==> src/rtl/tret_pkg.sv <==
package tret_pkg;
  localparam int MS_W = 14;
  localparam int HS_W = 2;
  localparam int NS_W = 5;
  localparam int CAUSE_W = 5;

  localparam logic [1:0] PRIV_U = 2'd0;
  localparam logic [1:0] PRIV_S = 2'd1;
  localparam logic [1:0] PRIV_M = 2'd3;

  typedef enum logic [1:0] {
    K_SRET = 2'd0,
    K_MRET = 2'd1,
    K_NRET = 2'd2,
    K_RSVD = 2'd3
  } ret_kind_e;

  localparam logic [CAUSE_W-1:0] C_MISALIGN = 5'd0;
  localparam logic [CAUSE_W-1:0] C_ACCESS   = 5'd1;
  localparam logic [CAUSE_W-1:0] C_ILLEGAL  = 5'd2;
  localparam logic [CAUSE_W-1:0] C_VIRT     = 5'd22;

  localparam int B_SIE  = 0;
  localparam int B_MIE  = 1;
  localparam int B_SPIE = 2;
  localparam int B_MPIE = 3;
  localparam int B_SPP  = 4;
  localparam int B_MPP  = 5;
  localparam int B_MPRV = 7;
  localparam int B_TSR  = 8;
  localparam int B_MPV  = 9;
  localparam int B_SDT  = 10;
  localparam int B_MDT  = 11;
  localparam int B_SELP = 12;
  localparam int B_MELP = 13;

  localparam int H_SPV  = 0;
  localparam int H_VTSR = 1;

  localparam int N_NMIE = 0;
  localparam int N_NPP  = 1;
  localparam int N_NPV  = 3;
  localparam int N_NELP = 4;
endpackage

==> src/rtl/tret_check.sv <==
module tret_check
  import tret_pkg::*;
#(
  parameter int XLEN = 32
) (
  input  logic [1:0]         kind,
  input  logic [1:0]         priv,
  input  logic               virt,
  input  logic [MS_W-1:0]    m_status,
  input  logic [HS_W-1:0]    h_status,
  input  logic [NS_W-1:0]    n_status,
  input  logic [XLEN-1:0]    pc,
  input  logic               cfg_rvc,
  input  logic               cfg_pmp_empty,
  output logic               trap,
  output logic [CAUSE_W-1:0] cause
);
  logic       priv_ok;
  logic [1:0] target;

  always_comb begin
    target = (kind == K_MRET) ? m_status[B_MPP +: 2] : n_status[N_NPP +: 2];
    case (kind)
      K_SRET:  priv_ok = (priv == PRIV_S) || (priv == PRIV_M);
      K_MRET,
      K_NRET:  priv_ok = (priv == PRIV_M);
      default: priv_ok = 1'b0;
    endcase
  end

  always_comb begin
    trap  = 1'b0;
    cause = C_ILLEGAL;
    if (!priv_ok) begin
      trap = 1'b1;
    end else if (!cfg_rvc && (pc[1:0] != 2'b00)) begin
      trap  = 1'b1;
      cause = C_MISALIGN;
    end else if (kind == K_SRET) begin
      if (m_status[B_TSR] && (priv != PRIV_M)) begin
        trap = 1'b1;
      end else if (virt && h_status[H_VTSR]) begin
        trap  = 1'b1;
        cause = C_VIRT;
      end
    end else if (cfg_pmp_empty && (target != PRIV_M)) begin
      trap  = 1'b1;
      cause = C_ACCESS;
    end
  end
endmodule

==> src/rtl/tret_next.sv <==
module tret_next
  import tret_pkg::*;
(
  input  logic [1:0]      kind,
  input  logic [1:0]      priv,
  input  logic            virt,
  input  logic [MS_W-1:0] m_in,
  input  logic [HS_W-1:0] h_in,
  input  logic            vs_in,
  input  logic [NS_W-1:0] n_in,
  input  logic            elp_in,
  input  logic            cfg_rvu,
  input  logic            cfg_rvh,
  input  logic            cfg_sdbl,
  input  logic            cfg_mdbl,
  input  logic            cfg_v112,
  input  logic [3:0]      lpad_en,
  output logic [MS_W-1:0] m_out,
  output logic [HS_W-1:0] h_out,
  output logic            vs_out,
  output logic [NS_W-1:0] n_out,
  output logic [1:0]      priv_out,
  output logic            virt_out,
  output logic            elp_out
);
  logic saved_elp;
  logic pv;
  logic to_lower;

  always_comb begin
    m_out     = m_in;
    h_out     = h_in;
    vs_out    = vs_in;
    n_out     = n_in;
    priv_out  = priv;
    pv        = virt;
    saved_elp = 1'b0;
    to_lower  = 1'b0;
    case (kind)
      K_SRET: begin
        priv_out       = m_in[B_SPP] ? PRIV_S : PRIV_U;
        m_out[B_SIE]   = m_in[B_SPIE];
        m_out[B_SPIE]  = 1'b1;
        m_out[B_SPP]   = 1'b0;
        if (cfg_sdbl) begin
          m_out[B_SDT] = 1'b0;
          if (cfg_rvh && !virt && h_in[H_SPV] && !m_in[B_SPP]) vs_out = 1'b0;
        end
        if (cfg_mdbl && (priv == PRIV_M)) m_out[B_MDT] = 1'b0;
        if (cfg_v112) m_out[B_MPRV] = 1'b0;
        if (cfg_rvh && !virt) begin
          pv           = h_in[H_SPV];
          h_out[H_SPV] = 1'b0;
        end
        saved_elp      = m_in[B_SELP];
        m_out[B_SELP]  = 1'b0;
      end
      K_MRET, K_NRET: begin
        if (kind == K_MRET) begin
          priv_out        = m_in[B_MPP +: 2];
          to_lower        = (priv_out != PRIV_M);
          pv              = m_in[B_MPV] && to_lower;
          m_out[B_MIE]    = m_in[B_MPIE];
          m_out[B_MPIE]   = 1'b1;
          m_out[B_MPP +: 2] = cfg_rvu ? PRIV_U : PRIV_M;
          m_out[B_MPV]    = 1'b0;
          if (cfg_v112 && to_lower) m_out[B_MPRV] = 1'b0;
          if (cfg_mdbl) m_out[B_MDT] = 1'b0;
          saved_elp       = m_in[B_MELP];
          m_out[B_MELP]   = 1'b0;
        end else begin
          priv_out        = n_in[N_NPP +: 2];
          to_lower        = (priv_out != PRIV_M);
          pv              = n_in[N_NPV] && to_lower;
          n_out[N_NMIE]   = 1'b1;
          if (to_lower) m_out[B_MPRV] = 1'b0;
          if (cfg_mdbl && to_lower) m_out[B_MDT] = 1'b0;
          saved_elp       = n_in[N_NELP];
          n_out[N_NELP]   = 1'b0;
        end
        if (cfg_sdbl && ((priv_out == PRIV_U) ||
                         (pv && (priv_out == PRIV_S)))) begin
          m_out[B_SDT] = 1'b0;
          if (pv && (priv_out == PRIV_U)) vs_out = 1'b0;
        end
      end
      default: ;
    endcase
    virt_out = pv;
    elp_out  = lpad_en[priv_out] ? saved_elp : elp_in;
  end
endmodule

==> src/rtl/trap_return_unit.sv <==
module trap_return_unit
  import tret_pkg::*;
#(
  parameter int XLEN = 32
) (
  input  logic               clk,
  input  logic               rst_n,
  input  logic               req_valid,
  input  logic [1:0]         req_kind,
  input  logic [1:0]         cur_priv,
  input  logic               cur_virt,
  input  logic [MS_W-1:0]    m_status_i,
  input  logic [HS_W-1:0]    h_status_i,
  input  logic               vs_sdt_i,
  input  logic [NS_W-1:0]    n_status_i,
  input  logic               elp_i,
  input  logic [XLEN-1:0]    s_epc_i,
  input  logic [XLEN-1:0]    m_epc_i,
  input  logic [XLEN-1:0]    n_epc_i,
  input  logic               cfg_rvc,
  input  logic               cfg_rvu,
  input  logic               cfg_rvh,
  input  logic               cfg_sdbl,
  input  logic               cfg_mdbl,
  input  logic               cfg_v112,
  input  logic               cfg_pmp_empty,
  input  logic [3:0]         lpad_en,
  output logic               out_valid,
  output logic               trap,
  output logic [CAUSE_W-1:0] trap_cause,
  output logic [1:0]         new_priv,
  output logic               new_virt,
  output logic [MS_W-1:0]    m_status_o,
  output logic [HS_W-1:0]    h_status_o,
  output logic               vs_sdt_o,
  output logic [NS_W-1:0]    n_status_o,
  output logic               elp_o,
  output logic [XLEN-1:0]    ret_pc
);
  logic [XLEN-1:0]    pc_sel;
  logic               c_trap;
  logic [CAUSE_W-1:0] c_cause;
  logic [MS_W-1:0]    nx_m;
  logic [HS_W-1:0]    nx_h;
  logic               nx_vs;
  logic [NS_W-1:0]    nx_n;
  logic [1:0]         nx_priv;
  logic               nx_virt;
  logic               nx_elp;

  always_comb begin
    case (req_kind)
      K_SRET:  pc_sel = s_epc_i;
      K_MRET:  pc_sel = m_epc_i;
      default: pc_sel = n_epc_i;
    endcase
  end

  tret_check #(.XLEN(XLEN)) u_check (
    .kind(req_kind), .priv(cur_priv), .virt(cur_virt),
    .m_status(m_status_i), .h_status(h_status_i), .n_status(n_status_i),
    .pc(pc_sel), .cfg_rvc(cfg_rvc), .cfg_pmp_empty(cfg_pmp_empty),
    .trap(c_trap), .cause(c_cause)
  );

  tret_next u_next (
    .kind(req_kind), .priv(cur_priv), .virt(cur_virt),
    .m_in(m_status_i), .h_in(h_status_i), .vs_in(vs_sdt_i),
    .n_in(n_status_i), .elp_in(elp_i),
    .cfg_rvu(cfg_rvu), .cfg_rvh(cfg_rvh), .cfg_sdbl(cfg_sdbl),
    .cfg_mdbl(cfg_mdbl), .cfg_v112(cfg_v112), .lpad_en(lpad_en),
    .m_out(nx_m), .h_out(nx_h), .vs_out(nx_vs), .n_out(nx_n),
    .priv_out(nx_priv), .virt_out(nx_virt), .elp_out(nx_elp)
  );

  always_ff @(posedge clk or negedge rst_n) begin
    if (!rst_n) begin
      out_valid <= 1'b0;
    end else begin
      out_valid <= req_valid;
    end
  end

  always_ff @(posedge clk or negedge rst_n) begin
    if (!rst_n) begin
      trap       <= 1'b0;
      trap_cause <= '0;
      new_priv   <= PRIV_M;
      new_virt   <= 1'b0;
      m_status_o <= '0;
      h_status_o <= '0;
      vs_sdt_o   <= 1'b0;
      n_status_o <= '0;
      elp_o      <= 1'b0;
      ret_pc     <= '0;
    end else if (req_valid) begin
      trap       <= c_trap;
      trap_cause <= c_trap ? c_cause : '0;
      ret_pc     <= pc_sel;
      new_priv   <= c_trap ? cur_priv   : nx_priv;
      new_virt   <= c_trap ? cur_virt   : nx_virt;
      m_status_o <= c_trap ? m_status_i : nx_m;
      h_status_o <= c_trap ? h_status_i : nx_h;
      vs_sdt_o   <= c_trap ? vs_sdt_i   : nx_vs;
      n_status_o <= c_trap ? n_status_i : nx_n;
      elp_o      <= c_trap ? elp_i      : nx_elp;
    end
  end
endmodule

==> config.mk <==
export PLATFORM = sky130hd
export DESIGN_NAME = trap_return_unit
export DESIGN_NICKNAME = d
export VERILOG_FILES = /design/src/rtl/tret_pkg.sv /design/src/rtl/tret_check.sv /design/src/rtl/tret_next.sv /design/src/rtl/trap_return_unit.sv
export SDC_FILE = /design/constraint.sdc
export NUM_CORES = 1
export LEC_CHECK = 0
export CORE_MARGIN = 1
export CORE_UTILIZATION = 46
export CTS_CLUSTER_SIZE = 24
export DETAILED_ROUTE_END_ITERATION = 6
export PLACE_DENSITY_LB_ADDON = 0.25
export SYNTH_ARGS = -nofsm -noshare
export SYNTH_HDL_FRONTEND = slang
export SYNTH_HIERARCHICAL = 1
export SYNTH_SLANG_ARGS = --single-unit
==> constraint.sdc <==
create_clock -name clk -period 1.53 [get_ports clk]
set_clock_uncertainty 0.05 [all_clocks]
set_input_delay 0.459 -clock clk [delete_from_list [all_inputs] [get_ports clk]]
set_output_delay 0.459 -clock clk [all_outputs]
set_load 0.02 [all_outputs]
; ---- After elaboration in Yosys (flattened, before gate mapping)
; Cells that the tools add are included.
[totals]
ff_bits = 65
latchBits = 0
ram_bits = 0
romBits = 0
word_cells = 118
n_memories = 0
[op_classes]
n_addsub = 0
mul = 0
div = 0
n_lt_le_gt_ge = 1
eq_ne = 9
shifts = 0
n_mux = 73
n_bitwise = 0
reduce_logical = 24
[op_table]
columns = cell, n
row1 = 32-bit case mux with 2 select lines, 1
row2 = 1-bit two-way mux, 49
row3 = 5-bit two-way mux, 7
row4 = 1-bit logical AND, 15
row5 = 14-bit two-way mux, 1
row6 = 2-bit two-way mux, 7
row7 = 1-bit case mux with 2 select lines, 5
row8 = 2-bit inequality test (second input constant), 4
row9 = 2-bit case mux with 2 select lines, 2
row10 = 2-bit by 1-bit == test with 1-bit output (second input constant), 3
row11 = 2-bit == test (second input constant), 2
row12 = 2-bit logical NOT, 2
row13 = 1-bit logical NOT, 3
row14 = 2-bit by 3-bit less-than comparator with 1-bit output (second input constant), 1
row15 = 1-bit binary-select mux with 2-bit select, 1
row16 = 1-bit logical OR, 2
row17 = 2-bit nonzero test, 1
row18 = 2-bit OR reduction, 1

; ---- Longest topological paths before layout
; Gate-level depths: netlist of run 1.
[depth]
depth_word = 10
mapped_depth = 11

; ---- Modules after synthesis
; The synthesis of run 1 kept the hierarchy.
[by_module_without_submodules]
columns = module, n_inst, cells_each, area_per_inst_um2, seq_area_each_um2
row1 = trap_return_unit, 1, 384, 3843.7, 1629.1
row2 = tret_next, 1, 78, 519.2, 0.0
row3 = tret_check, 1, 23, 170.2, 0.0

; ---- Least setup slack after synthesis of run 1
; No wires, ideal clock.
[synth_timing]
path_type = input to register
from = in req_kind[0]
to = reg trap
setup_time_ps = 127
arrival_ps = 2433
setup_slack_ps = -1081
path_stages = 10
cell_sequence = buf_6 buf_12 mux2i_1 mux2i_1 o21bai_1 or4b_4 nand3b_1 buf_4 buf_4 mux2_1
[synth_via]
word_cells_on_any_way = 15
[synth_rtl]
columns = element, line
row1 = from (decl), trap_return_unit.sv:9  ; input logic [1:0] req_kind,
row2 = 2-bit by 1-bit == test with 1-bit output / 2-bit logical NOT (equally long branches), trap_return_unit.sv:52  ; case (req_kind)
row3 = 32-bit case mux with 2 select lines (*), trap_return_unit.sv:52
row4 = via pc_sel[0], trap_return_unit.sv:40  ; logic [XLEN-1:0] pc_sel;
row5 = 2-bit nonzero test (*), tret_check.sv:36  ; end else if (!cfg_rvc && (pc[1:0] != 2'b00)) begin
row6 = 1-bit logical AND (*), tret_check.sv:36
row7 = 1-bit two-way mux (*), tret_check.sv:36
row8 = 1-bit two-way mux (*), tret_check.sv:34  ; if (!priv_ok) begin
row9 = via c_trap, trap_return_unit.sv:41  ; logic c_trap;
row10 = to (signal assigned), trap_return_unit.sv:97  ; trap <= c_trap;
row11 = to (decl), trap_return_unit.sv:29  ; output logic trap,
; The timed path passes the listed nets; every way through them passes the cells marked *.
; A chain may end at the register's enable or synchronous reset.

==> results of run 1 <==
## path summary, 6_finish.rpt
check,start,end,depth (start not counted)
min in group clk,req_valid,out_valid$_DFF_PN0_,1
max in group asynchronous,rst_n,new_priv[0]$_DFFE_PN1P_,2
min reg2reg,ret_pc[0]$_DFFE_PN0P_,ret_pc[0]$_DFFE_PN0P_,2
max,cur_priv[1],n_status_o[1]$_DFFE_PN0P_,8
max reg2reg,new_priv[0]$_DFFE_PN1P_,new_priv[0]$_DFFE_PN1P_,2
min,rst_n,ret_pc[23]$_DFFE_PN0P_,2
## metal layers
metal	up-vias	GRT usage [%]
met1	2013	33.1
met2	209	53.2
met5	-	0
met3	38	7.04
met4	0	16.7
li1	1958	-
## area by class of cell
| cell class | count | area share, % |
|---|---|---|
| tap | 108 | 2.01 |
| clock inverter | 3 | 0.223 |
| clock buffer | 12 | 2.45 |
| sequential | 65 | 24.2 |
| antenna | 1 | 0.0372 |
| timing repair buffer | 263 | 37.2 |
| multi-input combinational | 303 | 32.9 |
| inverter | 15 | 0.911 |
## registers in the layout, indices dropped and copies added, names as in the netlist
| name | flops |
|---|---|
| trap | 1 |
| trap_cause | 5 |
| new_priv | 2 |
| m_status_o | 14 |
| elp_o | 1 |
| vs_sdt_o | 1 |
| h_status_o | 2 |
| ret_pc | 32 |
| out_valid | 1 |
| new_virt | 1 |
| n_status_o | 5 |
## through the flow
| step | worst slack (ns) | std cells | TNS (ns) | utilization [%] |
|---|---|---|---|---|
| 6_report | -0.743 | 770 | -20.75 | 77.5 |
| 2_1_floorplan | -0.985 | 423 | -28.78 | - |
| 3_5_place_dp | -1.49 | 740 | -54.09 | 73.7 |
| 5_1_grt | -0.754 | 770 | -21.88 | 77.5 |
| 3_3_place_gp | -1.38 | 740 | -51.46 | 73.7 |
| 4_1_cts | -0.701 | 768 | -19.38 | 79.2 |
## what timing repair did
action | CTS | global route
endpoints found under the setup margin | 101 | 67
setup buffers | 9 | 2
pin swaps | 22 | 13
gates resized for setup | 248 | 43
gates cloned | 4 | 0
## power breakdown
group	internal [mW]	leakage (nW)	switching (mW)
Sequential	1.90	0.768	0.0992
Combinational	0.920	2.23	0.852
Clock	0.705	0.0980	0.692
==> results.ini, run 1 <==
[status]
status = finished, violations left
violations = negative setup slack

[critical_path]
crit_type = input pin to flop
r2r_slack_ns = 0.65
worstPathCellList = clkdlybuf4s50_1 > a21oi_1 > or4b_4 > nand3b_1 > buf_6 > buf_12 > mux2i_4 > a21oi_1
crit_arrival_ns = 2.49
cp_num_buf_inv = 3
end_kind = flop
path_delay_family = buffers and inverters
required_ns = 1.74
slowest_delay_ns = 0.52
crit_top_cell = a21oi_1
cp_slowest_cell = clkdlybuf4s50_1
critPathLaunchType = input pin
critPathMaxFanout = 8

[logic_synthesis]
syn_inst = 423
syn_avg_cell_area_um2 = 9.70
syn-cell-area_um2 = 4110
syn_nets = 568
ys_warn_count = 6

[layout]
layout-drive-gt1-share_pct = 27.2
nNetsFinal = 802
fillers = 632
seqCellArea_um2 = 1630
multi_input_area_um2 = 2220
final_cell_mix = clkdlybuf4s50_1, dfrtp_1, mux2i_1
area_growth_pct = 63.9
stdcell_area_um2 = 6730
layout_commonest_cell = clkdlybuf4s50_1

[placed_design]
hpwl_um = 9710
gp_congestion = 0.914
placed_cell_area_um2 = 6400
portBuffers = 202

[floorplanning]
die-area_um2 = 9310
initial_utilization_pct = 47.3
io_pins = 203
core_area_um2 = 8680
die_h_um = 96.5
die_w_um = 96.5
rows = 34

[clock_network]
clk_latency_ns = 0.35
cts_num_sinks = 65
htree_levels = 3
cts-hold-fix-buffers = 0
clk_path_buf_depth = 2
numCtsBuffers = 9
path_clk_slew_ns = 0.07
cts_tree = built
cts_root_buf = clkbuf_8

[detailed_routing]
postRouteAntennaNets = 0
first_iter_violations = 122
first_pass_iters = 5
drt-total-wl_um = 14200
drc = 0
wire_per_inst_um = 18.4
avgViaCountPerCell = 5.48
vias = 4218
wl_met2_um = 6990
wl_met3_um = 1270
m1WireLength_um = 5390
top_layer = met4

[global_routing]
antenna_found_initial = 1
grt_overflow = 0
grt_start_max_net_pins = 66
grt_usage_pct = 30.1
grt_pass1_vias = 4223
grt_first_pass_wirelength_um = 20800

[power_and_ir_drop]
powerDensity_nw_per_um2 = 769
p_leak_nw = 3.09
power.total_mw = 5.17
ir_worst_vdd_uv = 490

[timing]
slew_viol_final = 0
layout_setup_ws_ns = -0.743
setup_viol = 31
min_period_ns = 2.27
rsz0062_at_grt = true
max_freq_ghz = 0.440
whs_ns = 0.0446
timing.final.hold_violations = 0
timing.final.crit_share_pct = 149

[flow_run]
maxCapViolations = 0

[min_path]
worstHoldPathType = input pin to async pin

(Power assumes the default switching activity.)
==> inputs of run 2 (changes only) <==
- CORE_UTILIZATION: 46 -> 43
- CTS_CLUSTER_DIAMETER: not set -> 50
- clock period: 1.53 -> 2.61 ns (I/O delays scaled with it)
==> run 2 against run 1 <==
Against the previous run:
- the run now ends clean
- utilization is 4.0 points lower
- final area grew 0.99%
- first-iteration DRC count increased by 30%
- critical path type unchanged
- largest power group unchanged
==> results.ini, run 2 (same netlist as run 1, synthesis figures left out) <==
[timing]
max_freq_ghz = 0.386
whs_ns = 0.412
fin_tns_setup_ns = 0
timing.final.hold_violations = 0
min_period_ns = 2.59
setup_viol = 0
slew_viol_final = 0
timing.final.crit_share_pct = 99.2
rsz0062_at_grt = true

[clock_network]
cts_root_buf = clkbuf_8
cts_num_sinks = 65
numCtsBuffers = 9
htree_levels = 3
clk_path_buf_depth = 2
path_clk_slew_ns = 0.08
clk_latency_ns = 0.33
cts_tree = built
cts-hold-fix-buffers = 0

[critical_path]
critPathLaunchType = input pin
worstPathCellList = clkdlybuf4s50_1 > inv_2 > or4b_4 > nand3b_1 > buf_6 > buf_16 > mux2i_1 > a21oi_1
cp_num_buf_inv = 4
critPathLaunch = cur_priv[0]
required_ns = 2.77
crit_arrival_ns = 2.75
critPathMaxFanout = 6
cp_slowest_cell = clkdlybuf4s50_1
end_kind = flop
crit_type = input pin to flop
path_delay_family = buffers and inverters
slowest_delay_ns = 0.57
reg2reg_from = new_priv[0]$_DFFE_PN1P_

[layout]
nNetsFinal = 795
diodes = 0
largest_reg_flops = 32
fillers = 682
reg_top3 = ret_pc: 32 flops, m_status_o: 14 flops
layout-drive-gt1-share_pct = 15.4
multi_input_area_um2 = 2170
final_cell_mix = clkdlybuf4s50_1, dfrtp_1, mux2i_1
layout_commonest_cell = clkdlybuf4s50_1
finalNonFillerCells = 784
regMostFlops = ret_pc
area_growth_pct = 65.5
seqCellArea_um2 = 1630

[floorplanning]
die_h_um = 99.7
die_w_um = 99.7
die-area_um2 = 9940
io_pins = 203
initial_utilization_pct = 44.4
core_area_um2 = 9240
rows = 35

[status]
status = completed

[power_and_ir_drop]
ir_worst_vdd_uv = 377
powerDensity_nw_per_um2 = 478
p_leak_nw = 3.04
power.total_mw = 3.25

[detailed_routing]
first_iter_violations = 159
postRouteAntennaNets = 0
drc = 0
vias = 4071
first_pass_iters = 4
drt-total-wl_um = 13600
wire_per_inst_um = 17.3
avgViaCountPerCell = 5.19

[placed_design]
dp.cells = 756
portBuffers = 202
hpwl_um = 9680
gp_congestion = 0.877

[global_routing]
grt_overflow = 0
grt_usage_pct = 26.7
grt-busiest-layer = met2
grtUsageMet2_pct = 47.6
grtUsageMet3_pct = 8.29
use_met1_pct = 30.4
grt_pass1_vias = 4116
antenna_found_initial = 0
grt_start_max_net_pins = 66
grt_first_pass_wirelength_um = 20700

[flow_run]
maxCapViolations = 0

[min_path]
worstHoldPathType = input pin to async pin

-- run 2: path summary, 6_finish.rpt --
| path | to | slack [ns] | cells past startpoint |
|---|---|---|---|
| worst max-delay path | m_status_o[7]$_DFFE_PN0P_ | 0.02 | 8 |
| worst min-delay path | ret_pc[20]$_DFFE_PN0P_ | 0.41 | 2 |
| worst max register to register | new_priv[0]$_DFFE_PN1P_ | 1.77 | 2 |
| worst min register to register | new_priv[1]$_DFFE_PN1P_ | 0.45 | 2 |
| max in group asynchronous | new_priv[1]$_DFFE_PN1P_ | 1.77 | 2 |
| min in group clk | new_priv[1]$_DFFE_PN1P_ | 0.45 | 2 |
-- run 2: metrics by stage --
stage          utilization (%)  worst slack (ns)  cell area (um^2)
2_1_floorplan                -            -0.229              4130
3_3_place_gp              68.6            -0.589              6340
3_5_place_dp              68.6            -0.643              6340
4_1_cts                   73.0           0.00377              6750
5_1_grt                   73.5           -0.0533              6790
6_report                  73.5            0.0204              6790
-- run 2: report_power, final --
| part | switching [mW] | internal (mW) | total, mW |
|---|---|---|---|
| Clock | 0.410 | 0.591 | 1.00 |
| Sequential | 0.0601 | 1.12 | 1.18 |
| Combinational | 0.483 | 0.590 | 1.07 |
-- run 2: metal layers --
metal / vias up / part of all wire, %
met4: 0 / 1.6
met3: 19 / 8.1
met1: 1937 / 40
met5: - / 0
met2: 176 / 51
li1: 1939 / -
-- run 2: cell type report --
| class | instances | area share, % |
|---|---|---|
| Tap cell | 129 | 2.38 |
| Inverter | 15 | 0.829 |
| Clock inverter | 4 | 1.10 |
| Sequential cell | 65 | 24.0 |
| Clock buffer | 12 | 2.28 |
| Timing Repair Buffer | 256 | 37.5 |
| Multi-Input combinational cell | 303 | 31.9 |
-- run 2: what timing repair did --
action,in CTS,in global routing
gates cloned,4,0
hold endpoints to repair,0,0
resized for setup,26,18
endpoints found under the setup margin,31,31
buffers inserted,7,2
pin swaps,9,11
==> inputs of run 3 (changes only) <==
- CAP_MARGIN: not set -> 20
==> results of run 3 <==
No change in the layout: final DEF, timing and power equal those of run 2.
